**src/rtl/vr_meter_pkg.sv**
```systemverilog
package vr_meter_pkg;
  typedef enum logic {
    MODE_TIMED  = 1'b0,
    MODE_WINDOW = 1'b1
  } meas_mode_e;
endpackage

```
**src/rtl/vr_edge_sync.sv**
```systemverilog
// Synchronizer chain followed by a rising-edge detector.
module vr_edge_sync #(
  parameter int STAGES = 2
) (
  input  logic clk,
  input  logic rst_n,
  input  logic din,
  output logic rise
);
  logic [STAGES-1:0] chain_q, chain_d;
  logic              last_q, last_d;

  always_comb begin
    chain_d = {chain_q[STAGES-2:0], din};
    last_d  = chain_q[STAGES-1];
  end

  always_ff @(posedge clk or negedge rst_n) begin
    if (!rst_n) begin
      chain_q <= '0;
      last_q  <= 1'b0;
    end else begin
      chain_q <= chain_d;
      last_q  <= last_d;
    end
  end

  assign rise = chain_q[STAGES-1] & ~last_q;
endmodule

```
**src/rtl/vr_stall_mon.sv**
```systemverilog
// Counts edge-free cycles and flags a stall when the limit is reached.
module vr_stall_mon #(
  parameter int W = 32
) (
  input  logic         clk,
  input  logic         rst_n,
  input  logic         rise,
  input  logic [W-1:0] limit,
  output logic         stall_hit,
  output logic         stalled
);
  logic [W-1:0] idle_q, idle_d;
  logic         stalled_q, stalled_d;

  always_comb begin
    stall_hit = (limit != '0) && !rise && !stalled_q && (idle_q == limit - 1'b1);
    idle_d    = idle_q;
    stalled_d = stalled_q;
    if (rise) begin
      idle_d    = '0;
      stalled_d = 1'b0;
    end else begin
      if (stall_hit) stalled_d = 1'b1;
      if (!stalled_q && idle_q != '1) idle_d = idle_q + 1'b1;
    end
  end

  always_ff @(posedge clk or negedge rst_n) begin
    if (!rst_n) begin
      idle_q    <= '0;
      stalled_q <= 1'b0;
    end else begin
      idle_q    <= idle_d;
      stalled_q <= stalled_d;
    end
  end

  assign stalled = stalled_q;
endmodule

```
**src/rtl/vr_interval_meas.sv**
```systemverilog
// Interval timer, first-to-last span tracking and paired result registers.
module vr_interval_meas
  import vr_meter_pkg::*;
#(
  parameter int W = 32
) (
  input  logic         clk,
  input  logic         rst_n,
  input  logic         rise,
  input  logic         stall_hit,
  input  logic         stalled,
  input  meas_mode_e   mode,
  input  logic [W-1:0] ivl_ticks,
  output logic [W-1:0] res_a,
  output logic [W-1:0] res_b,
  output logic         res_valid
);
  logic [W-1:0] win_q, win_d, run_q, run_d, last_q, last_d, cnt_q, cnt_d;
  logic [W-1:0] a_q, a_d, b_q, b_d;
  logic         started_q, started_d, valid_q, valid_d;
  logic [W-1:0] len_eff, span_now, edges_now, run_inc;
  logic         active, term;

  // Values as they would stand if the current cycle closed the interval.
  always_comb begin
    len_eff   = (ivl_ticks == '0) ? {{(W-1){1'b0}}, 1'b1} : ivl_ticks;
    active    = !stalled || rise;
    term      = active && (win_q == len_eff - 1'b1);
    run_inc   = (run_q == '1) ? run_q : run_q + 1'b1;
    span_now  = rise ? (started_q ? run_q : '0) : last_q;
    edges_now = (rise && cnt_q != '1) ? cnt_q + 1'b1 : cnt_q;
  end

  always_comb begin
    win_d     = win_q;
    run_d     = run_q;
    last_d    = last_q;
    cnt_d     = cnt_q;
    started_d = started_q;
    a_d       = a_q;
    b_d       = b_q;
    valid_d   = 1'b0;
    if (stall_hit) begin
      win_d = '0; run_d = '0; last_d = '0; cnt_d = '0; started_d = 1'b0;
      a_d   = '0; b_d   = '0;
    end else if (term) begin
      if (mode == MODE_WINDOW) begin
        a_d = edges_now;
        b_d = len_eff;
      end else begin
        a_d = span_now;
        b_d = edges_now;
      end
      valid_d = 1'b1;
      win_d = '0; run_d = '0; last_d = '0; cnt_d = '0; started_d = 1'b0;
    end else if (active) begin
      win_d = win_q + 1'b1;
      if (rise) begin
        cnt_d     = edges_now;
        last_d    = span_now;
        started_d = 1'b1;
        run_d     = started_q ? run_inc : {{(W-1){1'b0}}, 1'b1};
      end else if (started_q) begin
        run_d = run_inc;
      end
    end
  end

  always_ff @(posedge clk or negedge rst_n) begin
    if (!rst_n) begin
      win_q     <= '0;
      run_q     <= '0;
      last_q    <= '0;
      cnt_q     <= '0;
      started_q <= 1'b0;
      a_q       <= '0;
      b_q       <= '0;
      valid_q   <= 1'b0;
    end else begin
      win_q     <= win_d;
      run_q     <= run_d;
      last_q    <= last_d;
      cnt_q     <= cnt_d;
      started_q <= started_d;
      a_q       <= a_d;
      b_q       <= b_d;
      valid_q   <= valid_d;
    end
  end

  assign res_a     = a_q;
  assign res_b     = b_q;
  assign res_valid = valid_q;
endmodule

```
**src/rtl/vr_edge_meter.sv**
```systemverilog
// Top: edge counters plus interval measurement and stall handling.
module vr_edge_meter
  import vr_meter_pkg::*;
#(
  parameter int CNT_W       = 32,
  parameter int SYNC_STAGES = 2
) (
  input  logic             clk,
  input  logic             rst_n,
  input  logic             pulse_in,
  input  logic             index_strobe,
  input  logic             mode_sel,
  input  logic [CNT_W-1:0] ivl_ticks,
  input  logic [CNT_W-1:0] stall_ticks,
  output logic [CNT_W-1:0] rev_edges,
  output logic [CNT_W-1:0] total_edges,
  output logic [CNT_W-1:0] meas_a,
  output logic [CNT_W-1:0] meas_b,
  output logic             meas_valid
);
  localparam logic [CNT_W-1:0] ONE = {{(CNT_W-1){1'b0}}, 1'b1};

  logic             rise, stall_hit, stalled;
  logic [CNT_W-1:0] rev_q, rev_d, tot_q, tot_d;
  meas_mode_e       mode;

  assign mode = meas_mode_e'(mode_sel);

  vr_edge_sync #(.STAGES(SYNC_STAGES)) u_sync (
    .clk(clk), .rst_n(rst_n), .din(pulse_in), .rise(rise)
  );

  vr_stall_mon #(.W(CNT_W)) u_stall (
    .clk(clk), .rst_n(rst_n), .rise(rise), .limit(stall_ticks),
    .stall_hit(stall_hit), .stalled(stalled)
  );

  vr_interval_meas #(.W(CNT_W)) u_meas (
    .clk(clk), .rst_n(rst_n), .rise(rise), .stall_hit(stall_hit),
    .stalled(stalled), .mode(mode), .ivl_ticks(ivl_ticks),
    .res_a(meas_a), .res_b(meas_b), .res_valid(meas_valid)
  );

  // Index strobe wins over counting; an edge in the same cycle starts the new revolution.
  always_comb begin
    rev_d = rev_q;
    if (stall_hit)                rev_d = '0;
    else if (index_strobe)        rev_d = rise ? ONE : '0;
    else if (rise && rev_q != '1) rev_d = rev_q + 1'b1;
    tot_d = (rise && tot_q != '1) ? tot_q + 1'b1 : tot_q;
  end

  always_ff @(posedge clk or negedge rst_n) begin
    if (!rst_n) begin
      rev_q <= '0;
      tot_q <= '0;
    end else begin
      rev_q <= rev_d;
      tot_q <= tot_d;
    end
  end

  assign rev_edges   = rev_q;
  assign total_edges = tot_q;
endmodule

```
**config.mk**
```make
export PLATFORM = sky130hd
export DESIGN_NAME = vr_edge_meter
export DESIGN_NICKNAME = d
export VERILOG_FILES = /design/src/rtl/vr_meter_pkg.sv /design/src/rtl/vr_edge_sync.sv /design/src/rtl/vr_stall_mon.sv /design/src/rtl/vr_interval_meas.sv /design/src/rtl/vr_edge_meter.sv
export SDC_FILE = /design/constraint.sdc
export NUM_CORES = 1
export LEC_CHECK = 0
export BUFFER_PORTS_ARGS = -buffer_cell sky130_fd_sc_hd__buf_4
export CORE_ASPECT_RATIO = 2
export CORE_MARGIN = 2
export CORE_UTILIZATION = 45
export CTS_CLUSTER_DIAMETER = 40
export DETAILED_ROUTE_END_ITERATION = 16
export GPL_ROUTABILITY_DRIVEN = 0
export PLACE_DENSITY = 0.63
export SYNTH_ARGS = -nofsm -noshare
export SYNTH_HDL_FRONTEND = slang
export SYNTH_SLANG_ARGS = --single-unit
```
**constraint.sdc**
```tcl
create_clock -name clk -period 8.4 [get_ports clk]
set_clock_uncertainty 0.15 [all_clocks]
set_input_delay 1.26 -clock clk [delete_from_list [all_inputs] [get_ports clk]]
set_output_delay 1.26 -clock clk [all_outputs]
set_load 0.005 [all_outputs]
```
**Yosys cells after proc, flatten, opt, wreduce, memory -nomap -nowiden**

Cells that the tools add are included.
Widths: inputs -> output; s select.

- Add/sub/neg operators: 8
- Eq/ne operators: 7
- Multiplexer cells: 42
- Bitwise operators: 2
- Reduce and logical (&&, ||, !) cells: 22

Operators with widths:

| kind | number |
|---|---|
| $mux 32 | 33 |
| $add 32x1->32 const B | 6 |
| $ne 32x32->1 const B | 4 |
| $eq 32x32->1 | 2 |
| $sub 32x1->32 const B | 2 |
| $eq 32x32->1 const B | 1 |
| $logic_not 32->1 | 1 |
| $reduce_bool 32->1 | 1 |
| $mux 1 | 9 |
| $reduce_bool 3->1 | 3 |
| $logic_and 1x1->1 | 8 |
| $reduce_bool 2->1 | 3 |
| $reduce_and 2->1 | 2 |
| $reduce_bool 4->1 | 1 |
| $logic_not 1->1 | 2 |
| $and 1x1->1 | 1 |
| $logic_or 1x1->1 | 1 |
| $not 1->1 | 1 |

- Register bits: 294
- Bits of input ports: 69
- Output and inout bits: 129

**Logic depth before layout (Yosys ltp)**

Gate-level depths: netlist of run 1.

- Word-level depth: 8
- Gate-level depth with buffers: 19
- Gate-level depth less buffers: 14

**By module**

From an unflattened synthesis of run 1, not the netlist that was laid out.

- Cell total of the unflattened synthesis: 2,041
- Area total of the unflattened synthesis: 17,578.1 um^2

By module, submodules not included:

| module | instances | cells an instance | area each (um^2) | seq. area each (um^2) |
|---|---|---|---|---|
| vr_interval_meas | 1 | 1,348 | 11,248.3 | 4,854.7 |
| vr_edge_meter | 1 | 341 | 3,349.5 | 1,601.5 |
| vr_stall_mon | 1 | 348 | 2,891.5 | 825.8 |
| vr_edge_sync | 1 | 4 | 88.8 | 75.1 |

**Least setup slack after synthesis of run 1**

OpenSTA, ideal clock, no wires.

- Kind: in2reg
- Start point: in ivl_ticks[7]
- End point: reg u_meas.run_q[13]
- Data arrival time: 5.868 ns
- Path slack: 2.256 ns
- Stages: 17
- Buffers on the path: 4
- Path through: buf_2 > or4_4 > buf_6 > nor4_4 > a41oi_4 > ha_1 > o21ba_2 > a221oi_1 > a41oi_1 > a2111oi_2 > nand4_1 > or4_1 > or4_1 > buf_2 > o211a_4 > buf_6 > a221o_1

- Cells in the longest elaborated chain, start to end: 7

Ends and longest elaborated chain:

| element | line | text |
|---|---|---|
| start, declared | vr_edge_meter.sv:13 | `input logic [CNT_W-1:0] ivl_ticks,` |
| $logic_not 32->1 | vr_interval_meas.sv:26 | `len_eff = (ivl_ticks == '0) ? {{(W-1){1'b0}}, 1'b1} : ivl_ticks;` |
| $mux 32 * | vr_interval_meas.sv:26 |  |
| $sub 32x1->32 * | vr_interval_meas.sv:28 | `term = active && (win_q == len_eff - 1'b1);` |
| $eq 32x32->1 * | vr_interval_meas.sv:28 |  |
| $logic_and 1x1->1 * | vr_interval_meas.sv:28 |  |
| $reduce_bool 4->1 (no line) (tied with other cells) | - |  |
| $reduce_and 2->1 (no line) or $mux 32 (tied branches) | - |  |
| end signal, assigned | vr_interval_meas.sv:81 | `run_q <= run_d;` |
| end, declared | vr_interval_meas.sv:18 | `logic [W-1:0] win_q, win_d, run_q, run_d, last_q, last_d, cnt_q, cnt_d;` |

Mark *: on every way between the ends. The rest lies on a longest branch, timed or not.
A chain may end at the register's enable or synchronous reset.

**Worst setup path after layout of run 1**

- Start point: in ivl_ticks[9]
- End point: reg u_meas.run_q[27]

Same word-level chain as after synthesis.

==> metrics, run 1 <==
antenna-violating nets left 0; # resized after CTS 0; maxcap violations 0; total gr overflow 0; Crit path max-delay family simple AND/OR/NAND/NOR gates; peak supply drop between 0.00015 and 0.0002 V; CTS tree built; Main synth FF type dfrtp_1; Seq/Total Area, Yosys 0.418; CP most frequent cell or4_1; Worst Path Max Fanout 31; antenna violations before repair 0; crit path buf inv count 1; Core ar. 38,700 um^2; Pleak between 8 and 9 nW; Worst Setup Start Kind primary input; synthesis-to-layout area growth 16.9%; Post-CTS Repair Setup Buffers 0; Rel. slew slack 0.225; CTS clk-pin slew, worst paths roughly 0.07 ns; WL/cell 21.5 um; # DRC 0; Place WS between 0.8 and 0.9 ns; detailed-route vias per instance 6.03; nets@finish 2,209; Top-Level Pins 198; status finished clean; CTS Hold Buffers Added 0; min-delay worst type reg2reg; vias in the first global route between 15,000 and 20,000; post-synthesis mux area share 0.0213; crit share post-route 0.832; Final min period 6.99 ns; Yosys warning count 0; Worst EP required 8.68 ns; Routed WL 57.5 mm; CP Capture Type register; worst skew pair latency 0.54 ns; Detailed Place HPWL 42.1 mm; Mean Syn Cell Area 8.84 um^2; P per Cell Area 180 nW/um^2; Post-synth EDFFs 0; Setup TNS 0 ns; layout cells sized above 1 0.143; first-pass GRT wire length 89.9 mm; Cells after Synth 1,992; Fin. Hold Viols 0; post-synthesis register bit count ~300; largest net degree at the start of global routing 130; simple logic cell fraction of the synthesized area 0.257; vias 16,100; RSZ-0062 raised after global routing false; Die Width ~140 um; Async SR Flop Fraction 1.00; post-route setup slack 1.41 ns; CP peak stage delay 1.07 ns; htree depth 2; die area 40,800 um^2; num rows between 100 and 150; final setup fails 0; DR pass1 iterations 5; Synth Cell Area 17,600 um^2; I/O Buffers just under 200; Clock Tree Buf Depth 3; crit path kind in2reg; CTS Root Cell clkbuf_16; Critical-path top delay cell or4_2; Ant. Diodes 0; Initial Util 0.455; DRT iter0 DRCs 992; library cells used by synthesis slightly above 80; Critical Path, Cell by Cell buf_4 > or4_1 > nor4_4 > a41oi_4 > ha_1 > o21ba_2 > a221oi_1 > a41oi_1 > a2111oi_2 > nand4_1 > or4_1 > or4_2 > o211ai_2 > o21ai_0 > a22o_1; Post-Synth Adder-Cell Area 0.00640; Worst-Margin Slew 1.16 ns; gr usage total 0.281; Slew Limit Fails 0; Synth Area in Compound Gates 0.152; CTS sink cnt 294; Max Fclk 143 MHz; XOR/XNOR share of the synthesized area 0.106; Arrival @ worst endpoint around 7.3 ns; DIE HEIGHT 284 um; largest family of logic cells by synthesized area simple AND/OR/NAND/NOR gates; number of CTS-inserted buffers 36; syn_nets 2,070
-- cells in the final DEF (no fill, tap or decap), drive strengths merged, types with 6 or more instances in the layout --
cell type and n:
nand2b 15, o211ai 8, inv 47, mux2i 33
or2 6, and2 14, dfrtp 294, or4 13
a21o 9, or3 31, a22o 59, a41oi 7
nor4 42, o21ai 121, xor2 103, nor2 223
a21oi 64, clkbuf 48, ha 9, a2111oi 6
nor3 90, a31oi 10, and3 64, nor2b 6
and4 29, a211oi 55, xnor2 110, nand2 190
nand3 79, nand4b 7, buf 217, nand4 61
-- synth_stat cells (8+ instances only) --
library cell  count  share of area
a22o_1           59          0.029
a31oi_1          10         0.0036
nor3_1           89          0.025
and4_1           29          0.014
nor2_1          222          0.047
a21o_1            9         0.0038
or4_1            12         0.0051
xnor2_1         110          0.055
nand2b_1         15         0.0053
and2_1           13         0.0046
nand2_1         190          0.041
nor4_1           39          0.014
nand3_1          78          0.022
mux2i_1          33          0.019
a21oi_1          64          0.018
buf_2            20         0.0057
and3_1           64          0.023
ha_1              9         0.0064
dfrtp_1         294           0.42
buf_6             8         0.0051
nand4_1          61          0.022
clkbuf_1         85          0.018
inv_1            40         0.0085
xor2_1          103          0.051
o21ai_0         115          0.033
or3_1            31          0.011
a211oi_1         55          0.023
-- worst reg2reg max path, cell delays in order (launching register included) --
cell and delay, ns:
dfrtp_1 0.56, or4b_1 0.49, a2111oi_0 0.37, nand4b_1 0.17
nor4_1 0.42, nand4_1 0.14, or4_1 0.59, or4_2 1.07
o211ai_2 0.88, o21ai_0 0.24, a22o_1 0.28
-- per-layer routing --
metal,global-route usage,share of wire,vias up
met5,0,0,-
met4,0.187,0.074,0
met3,0.0474,0.053,226
met2,0.505,0.52,619
met1,0.294,0.35,7806
li1,-,-,7468
-- sequential cells by signal, indices dropped and copies added (netlist names), 2 cells and up --
signal          cells
u_meas.res_a       32
u_stall.idle_q     32
u_meas.win_q       32
u_meas.last_q      32
u_sync.chain_q      2
total_edges        32
rev_edges          32
u_meas.cnt_q       32
u_meas.res_b       32
u_meas.run_q       32
-- worst paths after layout --
check                                         end  slack, ns  depth (start not counted)               from
worst min-delay path            u_sync.chain_q[1]       0.22                          0  u_sync.chain_q[0]
worst min register to register  u_sync.chain_q[1]       0.22                          0  u_sync.chain_q[0]
min in group asynchronous           rev_edges[17]       0.60                          1              rst_n
max in group asynchronous         total_edges[24]       5.98                          2              rst_n
worst max register to register   u_meas.run_q[27]       2.95                         10    u_meas.win_q[0]
worst max-delay path             u_meas.run_q[27]       1.41                         15       ivl_ticks[9]
-- per-stage QoR --
stage | area [um^2] | total power, mW | cells | util | hold slack [ns]
floorplan | 17600 | 1.95 | 1992 | - | 0.181
global placement | 19400 | 2.15 | 2613 | 0.502 | 0.200
detailed placement | 19400 | 2.16 | 2613 | 0.502 | 0.211
CTS | 20600 | 3.73 | 2674 | 0.532 | 0.224
global route | 20600 | 3.86 | 2674 | 0.532 | 0.231
finish | 20600 | 3.71 | 2674 | 0.532 | 0.218
-- layout make-up --
type	instances	area [um^2]
Fill cell	3637	18100
Multi-Input combinational cell	1542	9610
Sequential cell	294	7360
Timing Repair Buffer	217	1650
Clock buffer	48	1010
Tap cell	520	651
Clock inverter	13	156
Inverter	40	150
-- cells by family (layout without fill, tap and decap cells) --
group,after synthesis,in the layout
compound gates,395,395
xor+xnor,213,213
fa+ha+maj,9,9
buf+inv,156,318
flops,294,294
mux,37,37
simple gates,888,888
-- report_power, final --
| group | internal, mW | switching [mW] |
|---|---|---|
| sequential | 1.49 | 0.127 |
| combinational | 0.210 | 0.314 |
| clock | 0.916 | 0.648 |
(Power assumes the default switching activity.)
==> run 2, diff against run 1 <==
==> constraint.sdc (replaced) <==
create_clock -name clk -period 7.2 [get_ports clk]
set_clock_uncertainty 0.15 [all_clocks]
set_input_delay 1.08 -clock clk [delete_from_list [all_inputs] [get_ports clk]]
set_output_delay 1.08 -clock clk [all_outputs]
set_load 0.005 [all_outputs]
==> metrics, run 2 (same netlist as run 1, synthesis figures left out) <==
min-delay worst type reg2reg; synthesis-to-layout area growth 17.7%; # resized after CTS 0; Clock Tree Buf Depth 3; CTS clk-pin slew, worst paths 0.06 ns; crit path buf inv count 1; Worst-Margin Slew 1.05 ns; num rows 102; layout cells sized above 1 0.151; Ant. Diodes 0; Int Power approximately 3.0 mW; Detailed Place HPWL 42.0 mm; CP most frequent cell or4_1; Post-CTS Repair Setup Buffers 0; Initial Util 0.455; CP peak stage delay 0.96 ns; gr usage total 0.279; Switch Pwr around 1.3 mW; Max Fclk 156 MHz; fill count ~3,600; I/O Buffers 197; DRT iter0 DRCs 848; vias between 15,000 and 20,000; detailed-route vias per instance between 5 and 6; Slew Limit Fails 0; Critical-path top delay cell or4_2; CP Capture Type register; Final min period between 6 and 7 ns; number of CTS-inserted buffers 36; most frequent cells in the layout dfrtp_1 (294), buf_4 (224), nor2_1 (220); status finished clean; maxcap violations 0; Top-Level Pins 198; Clock Power Share 0.422; nets@finish 2,220; post-route cell area 20,700 um^2; total gr overflow 0; Routed WL 57.0 mm; Setup TNS 0 ns; peak supply drop 0.000197 V; htree depth 2; Pleak 8.86 nW; CTS sink cnt 294; Core ar. 38,700 um^2; WL/cell ~21 um; Sequential Power Share 0.435; Critical Path, Cell by Cell buf_4 > or4_1 > nor4_4 > a41oi_4 > ha_1 > o21ba_2 > a221oi_1 > a41oi_1 > a2111oi_2 > nand4_1 > or4_1 > or4_2 > and2_1 > a32oi_1 > o21ai_1; # DRC 0; Die Width 144 um; vias in the first global route 16,300; DIE HEIGHT 284 um; most common cell after layout, fill and taps aside dfrtp_1; crit share post-route 0.889; antenna violations before repair 0; area post-placement about 20,000 um^2; first-pass GRT wire length 89.7 mm; Arrival @ worst endpoint 6.66 ns; CTS tree built; DR pass1 iterations 5; CTS Hold Buffers Added 0; die area 40,800 um^2; RSZ-0062 raised after global routing false; largest net degree at the start of global routing ~170; Logic pwr share 0.143; worst skew pair latency 0.54 ns; P per Cell Area 209 nW/um^2; Fin. Hold Viols 0; Worst EP required approximately 7.5 ns; CTS Root Cell clkbuf_16; Crit path max-delay family simple AND/OR/NAND/NOR gates; crit path kind in2reg; antenna-violating nets left 0; final setup fails 0; fin util 0.536; Rel. slew slack 0.298; Sw Share 0.300; r2r setup slk roughly 2.2 ns; Worst Path Max Fanout 23; Worst Setup Start Kind primary input
==> run 2: cell count changes in the layout (fill, tap and decap cells not counted) <==
cell,before,now
clkinv_4,2,3
bufinv_16,2,1
inv_8,2,3
clkinvlp_4,1,3
clkinv_2,1,6
clkbuf_1,7,4
buf_12,1,3
inv_6,5,4
buf_4,215,224
clkinv_8,0,1
==> run 2: path summary, 6_finish.rpt <==
| check | to | start | cells past startpoint |
|---|---|---|---|
| max | u_meas.run_q[2] | ivl_ticks[9] | 15 |
| min | u_sync.chain_q[1] | u_sync.chain_q[0] | 0 |
| max reg2reg | u_meas.run_q[2] | u_meas.win_q[0] | 10 |
| min reg2reg | u_sync.chain_q[1] | u_sync.chain_q[0] | 0 |
| max in group asynchronous | total_edges[24] | rst_n | 2 |
| min in group asynchronous | rev_edges[19] | rst_n | 1 |
==> run 2: final cells by class <==
| class | instances | area, um^2 | share of cell area |
|---|---|---|---|
| clock buffers | 45 | 996 | 0.0481 |
| clock inverters | 21 | 194 | 0.00936 |
| inverters | 40 | 150 | 0.00725 |
| multi-input cells | 1542 | 9610 | 0.464 |
| flip-flops and latches | 294 | 7360 | 0.355 |
| well taps | 520 | 651 | 0.0314 |
| repair buffers | 228 | 1760 | 0.0848 |
==> run 2: per-layer routing <==
metal | up-vias | routed length [um] | track usage
met5 | - | 0 | 0
met4 | 0 | 3830 | 0.172
met3 | 207 | 2330 | 0.0348
met2 | 540 | 30400 | 0.509
met1 | 7821 | 20400 | 0.299
li1 | 7500 | - | -
==> run 2: power groups by stage <==
stage          clock [mW]  combinational [mW]  sequential, mW
3_3_place_gp            0               0.604            1.91
2_1_floorplan           0               0.422            1.85
5_1_grt              1.93               0.684            1.90
6_report             1.83               0.619            1.89
4_1_cts              1.87               0.616            1.89
3_5_place_dp            0               0.612            1.92
==> run 2: metrics by stage <==
step           hold slack [ns]  worst slack [ns]  std cells  power [mW]
2_1_floorplan            0.181              1.24       1992        2.27
3_3_place_gp             0.214             0.374       2624        2.51
3_5_place_dp             0.216             0.323       2624        2.53
4_1_cts                  0.239             0.881       2690        4.37
5_1_grt                  0.237             0.519       2690        4.51
6_report                 0.222             0.802       2690        4.34
==> run 3, diff against run 2 <==
==> constraint.sdc (replaced) <==
create_clock -name clk -period 7.2 [get_ports clk]
set_clock_uncertainty 0.15 [all_clocks]
set_input_delay 0.72 -clock clk [delete_from_list [all_inputs] [get_ports clk]]
set_output_delay 0.72 -clock clk [all_outputs]
set_load 0.005 [all_outputs]
==> metrics, run 3 (same netlist as run 1, synthesis figures left out) <==
status finished clean; num rows 102; Initial Util 0.455; Slew Limit Fails 0; Top-Level Pins 198; antenna violations before repair 0; DIE HEIGHT 284 um; RSZ-0062 raised after global routing false; most common cell after layout, fill and taps aside dfrtp_1; Pleak approximately 8.9 nW; FF+latch area 7360 um^2; Core ar. about 39,000 um^2; r2r startpoint u_meas.win_q[0]; largest net degree at the start of global routing roughly 160; # DRC 0; Post-CTS Repair Setup Buffers 0; Setup TNS 0 ns; Worst EP required 7.47 ns; Final min period 6.46 ns; min-delay worst type in2async; Routed WL roughly 57 mm; Critical-path top delay cell or4_2; Worst Setup Start Kind primary input; Ant. Diodes 0; CTS Root Cell clkbuf_16; crit share post-route 0.898; Max Fclk 155 MHz; most frequent cells in the layout dfrtp_1 (294), nor2_1 (220), buf_4 (219); fill count 3,593; antenna-violating nets left 0; synthesis-to-layout area growth 17.7%; Multi-input gate area 9610 um^2; Detailed Place HPWL 41.9 mm; WL/cell 21.4 um; Worst-Margin Slew 1.29 ns; nets@finish 2,213; Clock Tree Buf Depth 3; total gr overflow 0; CTS Hold Buffers Added 0; maxcap violations 0; layout cells sized above 1 0.146; crit path kind in2reg; CTS sink cnt 294; r2r setup slk ~2.1 ns; # resized after CTS 0; I/O Buffers 197; worst hold slack 0.0902 ns; DRT iter0 DRCs 1,058; worst flop-to-flop path endpoint u_meas.cnt_q[27]; first-pass GRT wire length a little under 90 mm; vias in the first global route 16,400; CTS tree built; CTS clk-pin slew, worst paths approximately 0.06 ns; detailed-route vias per instance 6.04; Fin. Hold Viols 0; Die Width 144 um; number of CTS-inserted buffers 36; FF-to-FF path depth 11; P per Cell Area 215 nW/um^2; Rel. slew slack 0.135; Arrival @ worst endpoint just under 7 ns; CP peak stage delay 0.95 ns; CP Capture Type register; htree depth 2; worst skew pair latency ~0.55 ns; final setup fails 0; peak supply drop 0.000214 V; Critical Path, Cell by Cell buf_4 > nor4_1 > and4_1 > a41oi_4 > ha_1 > o21ba_2 > a221oi_1 > a41oi_1 > a2111oi_2 > nand4_1 > or4_1 > or4_2 > o211a_2 > buf_4 > o21ai_0 > o21ai_0; gr usage total 0.278; DR pass1 iterations 5; die area 40,800 um^2; vias 16,200; Worst Path Max Fanout 29
-- run 3: changes by cell type in the layout (fill, tap and decap cells not counted), sizes merged --
cell      delta
buf          -7
bufinv       +3
clkbuf       +3
clkinv       -4
clkinvlp     -2
inv          -3
-- run 3: layout make-up --
type	count	area share
clock buffers	48	0.0501
clock inverters	15	0.0114
inverters	40	0.00725
multi-input cells	1542	0.464
flip-flops and latches	294	0.355
well taps	520	0.0314
repair buffers	221	0.0810
-- run 3: metrics by stage --
stage,instances,util,cell area [um^2],worst slack [ns],power [mW]
after floorplan,1992,-,17600,1.60,2.27
after global placement,2617,0.503,19400,0.532,2.50
after detailed placement,2617,0.503,19400,0.451,2.52
after CTS,2680,0.536,20700,0.980,4.48
after global routing,2680,0.536,20700,0.561,4.62
final,2680,0.536,20700,0.737,4.45
-- run 3: power by group --
| part | switching (mW) | total [mW] | leakage (nW) | internal (mW) |
|---|---|---|---|---|
| clock | 0.771 | 1.95 | 0.621 | 1.17 |
| combinational | 0.367 | 0.613 | 4.24 | 0.246 |
| sequential | 0.146 | 1.89 | 3.99 | 1.74 |
-- run 3: worst max-delay path: cells and delay by family --
kind | cells | cell delay [ns]
compound gates | 8 | 2.09
fa+ha+maj | 1 | 0.40
buf+inv | 2 | 0.44
simple gates | 5 | 3.03
-- run 3: metal layers --
layer / up-vias / part of all wire / track usage
met5: - / 0 / 0
met4: 0 / 0.075 / 0.185
met3: 234 / 0.053 / 0.0439
met2: 609 / 0.52 / 0.507
met1: 7878 / 0.35 / 0.286
li1: 7474 / - / -
-- run 3: how the worst max path moves through the flow --
stage / slack, ns / end / start / depth (start not counted)
finish: 0.74 / u_meas.cnt_q[27] / ivl_ticks[25] / 16
global route: 0.56 / u_meas.cnt_q[27] / ivl_ticks[25] / 16
CTS: 0.98 / u_meas.cnt_q[27] / ivl_ticks[17] / 15
detailed placement: 0.45 / u_meas.cnt_q[27] / ivl_ticks[17] / 15
global placement: 0.53 / u_meas.cnt_q[27] / ivl_ticks[17] / 15
floorplan: 1.60 / u_meas.run_q[13] / ivl_ticks[7] / 17
